`src/rtl/ft_pkg.sv`:
```
package ft_pkg;
  localparam int DATA_W   = 32;
  localparam int BYTES    = DATA_W / 8;
  localparam int NUM_REGS = 5;
  localparam int SEL_W    = 3;

  typedef enum logic [SEL_W-1:0] {
    SEL_INTERVAL = 3'd0,
    SEL_REMAIN   = 3'd1,
    SEL_FRAMENUM = 3'd2,
    SEL_PERSTART = 3'd3,
    SEL_LSTHRESH = 3'd4
  } regSel_e;

  typedef struct packed {
    logic                            advance;
    logic [NUM_REGS-1:0][BYTES-1:0]  byteWr;
  } strobe_t;
endpackage

```
`src/rtl/ft_ctrl.sv`:
```
module ft_ctrl
  import ft_pkg::*;
(
  input  logic             runEn,
  input  logic             bitTick,
  input  logic             wrEn,
  input  logic [SEL_W-1:0] wrSel,
  input  logic [BYTES-1:0] wrBe,
  output strobe_t          st
);
  logic [NUM_REGS-1:0][BYTES-1:0] byteWr;

  for (genvar r = 0; r < NUM_REGS; r++) begin : g_sel
    assign byteWr[r] = (wrEn && (wrSel == SEL_W'(r))) ? wrBe : '0;
  end

  assign st.advance = runEn & bitTick;
  assign st.byteWr  = byteWr;
endmodule

```
`src/rtl/ft_datapath.sv`:
```
module ft_datapath
  import ft_pkg::*;
#(
  parameter int CNT_W = 14,
  parameter int FN_W  = 16,
  parameter int PS_W  = 14,
  parameter int LS_W  = 12,
  parameter logic [CNT_W-1:0] RESET_INTERVAL = 14'd11999
) (
  input  logic              clk,
  input  logic              rstN,
  input  strobe_t           st,
  input  logic [DATA_W-1:0] wrData,
  input  logic [SEL_W-1:0]  rdSel,
  output logic [DATA_W-1:0] rdData,
  output logic              sofPulse,
  output logic              eofPulse
);
  localparam int TOG = DATA_W - 1;

  logic [DATA_W-1:0] intervalQ, intervalD;
  logic [CNT_W-1:0]  remQ, remD;
  logic              togQ, togD;
  logic [FN_W-1:0]   fnQ, fnD;
  logic [PS_W-1:0]   psQ, psD;
  logic [LS_W-1:0]   lsQ, lsD;
  logic              boundary;

  assign boundary = st.advance && (remQ == '0);

  // timer step, then software bytes override
  always_comb begin
    remD = remQ;
    togD = togQ;
    fnD  = fnQ;
    if (st.advance) begin
      if (boundary) begin
        remD = intervalQ[CNT_W-1:0];
        togD = intervalQ[TOG];
        fnD  = fnQ + FN_W'(1);
      end
      if (remD != '0) remD = remD - CNT_W'(1);
    end
    for (int i = 0; i < CNT_W; i++)
      if (st.byteWr[SEL_REMAIN][i/8] && (i/8 != 2)) remD[i] = wrData[i];
    if (st.byteWr[SEL_REMAIN][BYTES-1]) togD = wrData[TOG];
    for (int i = 0; i < FN_W; i++)
      if (st.byteWr[SEL_FRAMENUM][i/8]) fnD[i] = wrData[i];
  end

  always_comb begin
    intervalD = intervalQ;
    psD       = psQ;
    lsD       = lsQ;
    for (int i = 0; i < DATA_W; i++)
      if (st.byteWr[SEL_INTERVAL][i/8]) intervalD[i] = wrData[i];
    for (int i = 0; i < PS_W; i++)
      if (st.byteWr[SEL_PERSTART][i/8]) psD[i] = wrData[i];
    for (int i = 0; i < LS_W; i++)
      if (st.byteWr[SEL_LSTHRESH][i/8]) lsD[i] = wrData[i];
  end

  always_ff @(posedge clk or negedge rstN) begin
    if (!rstN) begin
      intervalQ <= DATA_W'(RESET_INTERVAL);
      remQ      <= '0;
      togQ      <= 1'b0;
      fnQ       <= '0;
      psQ       <= '0;
      lsQ       <= '0;
      sofPulse  <= 1'b0;
      eofPulse  <= 1'b0;
    end else begin
      intervalQ <= intervalD;
      remQ      <= remD;
      togQ      <= togD;
      fnQ       <= fnD;
      psQ       <= psD;
      lsQ       <= lsD;
      sofPulse  <= boundary;
      eofPulse  <= boundary;
    end
  end

  always_comb begin
    rdData = '0;
    case (rdSel)
      SEL_INTERVAL: rdData = intervalQ;
      SEL_REMAIN: begin
        rdData[CNT_W-1:0] = remQ;
        rdData[TOG]       = togQ;
      end
      SEL_FRAMENUM: rdData[FN_W-1:0] = fnQ;
      SEL_PERSTART: rdData[PS_W-1:0] = psQ;
      SEL_LSTHRESH: rdData[LS_W-1:0] = lsQ;
      default:      rdData = '0;
    endcase
  end

  logic remWr, fnWr;
  assign remWr = |st.byteWr[SEL_REMAIN];
  assign fnWr  = |st.byteWr[SEL_FRAMENUM];

  p_hold_r2: assert property (@(posedge clk) disable iff (!rstN)
    (!st.advance && !remWr && !fnWr) |=> ($stable(remQ) && $stable(togQ) && $stable(fnQ)));

  p_dec_r2: assert property (@(posedge clk) disable iff (!rstN)
    (st.advance && remQ != '0 && !remWr) |=> (remQ == $past(remQ) - CNT_W'(1)));

  p_tog_r3: assert property (@(posedge clk) disable iff (!rstN)
    (boundary && !st.byteWr[SEL_REMAIN][BYTES-1]) |=> (togQ == $past(intervalQ[TOG])));

  p_fn_r4: assert property (@(posedge clk) disable iff (!rstN)
    (boundary && !fnWr) |=> (fnQ == $past(fnQ) + FN_W'(1)));

  p_sof_r5: assert property (@(posedge clk) disable iff (!rstN)
    boundary |=> (sofPulse && eofPulse));

  p_quiet_r5: assert property (@(posedge clk) disable iff (!rstN)
    !boundary |=> (!sofPulse && !eofPulse));
endmodule

```
`src/rtl/frame_timer.sv`:
```
module frame_timer
  import ft_pkg::*;
#(
  parameter int CNT_W = 14,
  parameter int FN_W  = 16,
  parameter int PS_W  = 14,
  parameter int LS_W  = 12,
  parameter logic [CNT_W-1:0] RESET_INTERVAL = 14'd11999
) (
  input  logic              clk,
  input  logic              rstN,
  input  logic              runEn,
  input  logic              bitTick,
  input  logic              wrEn,
  input  logic [SEL_W-1:0]  wrSel,
  input  logic [BYTES-1:0]  wrBe,
  input  logic [DATA_W-1:0] wrData,
  input  logic [SEL_W-1:0]  rdSel,
  output logic [DATA_W-1:0] rdData,
  output logic              sofPulse,
  output logic              eofPulse
);
  strobe_t st;

  ft_ctrl u_ctrl (
    .runEn  (runEn),
    .bitTick(bitTick),
    .wrEn   (wrEn),
    .wrSel  (wrSel),
    .wrBe   (wrBe),
    .st     (st)
  );

  ft_datapath #(
    .CNT_W(CNT_W), .FN_W(FN_W), .PS_W(PS_W), .LS_W(LS_W),
    .RESET_INTERVAL(RESET_INTERVAL)
  ) u_dp (
    .clk     (clk),
    .rstN    (rstN),
    .st      (st),
    .wrData  (wrData),
    .rdSel   (rdSel),
    .rdData  (rdData),
    .sofPulse(sofPulse),
    .eofPulse(eofPulse)
  );
endmodule

```
`config.mk`:
```
export PLATFORM = sky130hd
export DESIGN_NAME = frame_timer
export DESIGN_NICKNAME = d
export VERILOG_FILES = /design/src/rtl/ft_pkg.sv /design/src/rtl/ft_ctrl.sv /design/src/rtl/ft_datapath.sv /design/src/rtl/frame_timer.sv
export SDC_FILE = /design/constraint.sdc
export NUM_CORES = 1
export LEC_CHECK = 0
export ABC_AREA = 1
export ABC_CLOCK_PERIOD_IN_PS = 2100
export BUFFER_PORTS_ARGS = -buffer_cell sky130_fd_sc_hd__buf_2
export CORE_AREA = 2 2 133 135
export DETAILED_ROUTE_END_ITERATION = 7
export DIE_AREA = 0 0 135 137
export HOLD_SLACK_MARGIN = 0.06
export SLEW_MARGIN = 10
export SYNTH_ARGS = -nofsm -noshare
export SYNTH_HDL_FRONTEND = slang
export SYNTH_HIERARCHICAL = 1
export SYNTH_SLANG_ARGS = --single-unit
```
`constraint.sdc`:
```
create_clock -name clk -period 2.1 [get_ports clk]
set_input_delay 0.21 -clock clk [delete_from_list [all_inputs] [get_ports clk]]
set_output_delay 0.21 -clock clk [all_outputs]
set_load 0.02 [all_outputs]
```
==> results.py <==
metrics = {
    "run_status": {
        "status": "finished, final reports clean",
    },
    "route": {
        "drtIter0Drc": 375,
        "finalWirelength_um": 16320,
        "ant_nets": 0,
        "route.detailed.drc": 0,
        "wl_per_cell_um": 15.15,
        "via_per_inst": 4.779,
        "vias": 5147,
        "dr.pass1.iters": 5,
    },
    "placement": {
        "place.gp.congestion": 0.8969,
        "dp_hpwl_um": 12590,
        "dpl.cell_count": 1046,
        "numPortBuffers": 80,
    },
    "clocking": {
        "cts_buffers": 9,
        "cts.clk_slew.worst_paths_ns": 0.07,
        "insertion_delay_ns": 0.36,
        "cts_root_buf": "clkbuf_16",
        "cts.path.max_buffers": 2,
        "cts_tree": "yes",
        "h-tree-depth": 3,
        "clock-sinks": 90,
    },
    "critical_path": {
        "cp.depth": 12,
        "r2r_cells": 12,
        "cp_cell_sequence": "nor2_4, nand2_4, nor2_8, nand2_8, nor2_1, nor2_2, ha_2, nand2_1, buf_4, xor2_1, nand3_1, nand3_1",
        "cp_slowest_cell": "dfrtp_2",
        "r2r_start": "u_dp/remQ[3]",
        "endpoint_kind": "register",
        "max_stage_delay_ns": 0.44,
        "cp_max_fo": 5,
        "cp.required_ns": 2.40,
        "crit_family": "simple AND/OR/NAND/NOR gates",
        "startpoint_type": "register",
        "worst_r2r_endpoint": "u_dp/remQ[4]",
        "crit_arrival_ns": 2.31,
        "r2r_slack_ns": 0.08,
        "crit_top_cell": "nand3_1",
        "path_class": "reg -> reg",
        "path_buf_inv": 1,
    },
    "finish": {
        "diodes": 0,
        "n_fill_cell": 1807,
        "utilization_pct": 39.88,
        "drive_gt1_share_pct": 25.82,
        "syn_to_final_growth_pct": 27.75,
        "nets": 896,
        "layoutNonFillerInstCount": 1077,
    },
    "sta": {
        "slew_viol_final": 0,
        "worstMarginPinSlew_ns": 0.5689,
        "layout_min_cycle_time_ns": 2.016,
        "rsz0062_at_grt": "yes",
        "fmax_mhz": 496.0,
        "relSlewSlack_pct": 61.93,
        "fin_hold_ws_ns": 0.06653,
        "fin_crit_sh_pct": 96.00,
        "finClkSkew_ns": 0.01165,
        "finalSetupViolCount": 0,
        "tns_ns": 0,
        "hold_violations": 0,
    },
    "pwr": {
        "p_leak_nw": 3.418,
        "power_mw": 7.635,
        "power_density_nw_per_um2": 1122,
        "peakVddDrop_mv": 0.4647,
    },
    "floorplan": {
        "start_util_pct": 31.22,
        "rows": 48,
        "die_w_um": 135,
        "io_pins": 81,
        "coreArea_sq_um": 17060,
        "dieArea_sq_um": 18500,
        "dieHeight_um": 137,
    },
    "synthesis": {
        "syn_nets": 759,
        "ys_warn_count": 6,
        "netlist_instances": 710,
        "avgSynthCellArea_sq_um": 7.500,
        "syn_area_sq_um": 5325,
    },
    "grt": {
        "grt_pass1_wl_um": 25550,
        "grt_start_max_net_pins": 38,
        "grt_pass1_vias": 4885,
        "antenna_found_initial": 0,
        "grt_overflow": 0,
        "grtUsageTotal_pct": 18.12,
    },
    "job": {
        "maxCapViolCount": 0,
    },
    "worst_hold_path": {
        "hold_path_startpoint": "wrData[18]",
        "min_path_type": "in -> reg",
        "min_to": "u_dp/intervalQ[18]",
        "min_path_cells": 3,
    },
}
-- placed cells by master, fill, tap and decap left out, types with 5 or more instances in the layout --
cell type      count
nand2_2            9
inv_1            101
a22oi_1           10
nor2_1            77
o22ai_1           15
dfstp_2           11
nand3_1           48
o221ai_1           5
inv_2              7
nor2_2            12
dfrtp_1           76
buf_4             55
clkbuf_16          9
buf_2             79
a21oi_1            7
o21ai_0           69
nand3_2            7
nand2_1          166
xor2_1            17
a221oi_1          11
nor2_4             5
dlygate4sd3_1      8
-- worst max path at each step --
stage | from | end
CTS | u_dp/remQ[1] | u_dp/remQ[12]
finish | u_dp/remQ[3] | u_dp/remQ[4]
global route | u_dp/remQ[3] | u_dp/remQ[13]
detailed placement | u_dp/remQ[0] | u_dp/remQ[10]
global placement | u_dp/remQ[0] | u_dp/remQ[10]
floorplan | u_dp/remQ[8] | u_dp/remQ[7]
-- stage by stage --
step,worst slack (ns),cell area (sq um)
after CTS,0.003805,6705
after floorplan,0.1237,5325
after detailed placement,-0.03525,6307
after global placement,0.01332,6307
after global routing,-0.006374,6803
final,0.08395,6803
-- state kept, by name, indices dropped and copies added, names as in the netlist --
name            count
u_dp/fnQ           16
u_dp/intervalQ     32
u_dp/remQ          14
u_dp/psQ           14
u_dp/togQ           1
u_dp/eofPulse       1
u_dp/lsQ           12
-- what timing repair did --
item	4_1_cts	5_1_grt
buffers inserted	0	7
pin swaps	0	3
setup endpoints to repair	14	16
endpoints found under the hold margin	38	0
hold buffers	8	0
resized for setup	3	16
-- where the power goes --
group	internal, mW	switching [mW]	total [mW]	leakage, nW
combinational	1.25	2.02	3.27	2.21
clock	0.986	0.707	1.69	0.145
sequential	2.29	0.382	2.68	1.07
total	4.53	3.11	7.63	3.42
-- routing by layer --
layer / wire length [um] / global-route usage, %
met3: 973 / 4.074
met4: 219 / 5.382
met5: 0 / 0
met2: 7489 / 28.91
met1: 7634 / 24.65
-- final cells by class --
cell class,instances,area (sq um),share of cell area (%)
tap,225,281.5,4.138
timing repair buffer,143,908.4,13.35
sequential,90,2270,33.36
multi-input combinational,494,2628,38.62
clock inverter,4,50.05,0.7357
inverter,109,409.1,6.014
clock buffer,12,256.5,3.770
-- worst min-delay path: cells and delay by family --
kind / cells / cell delay [ns]
AOI/OAI and AO/OA: 1 / 0.06
buffers and inverters: 1 / 0.08
and+or+nand+nor: 1 / 0.04
(Power assumes the default switching activity.)
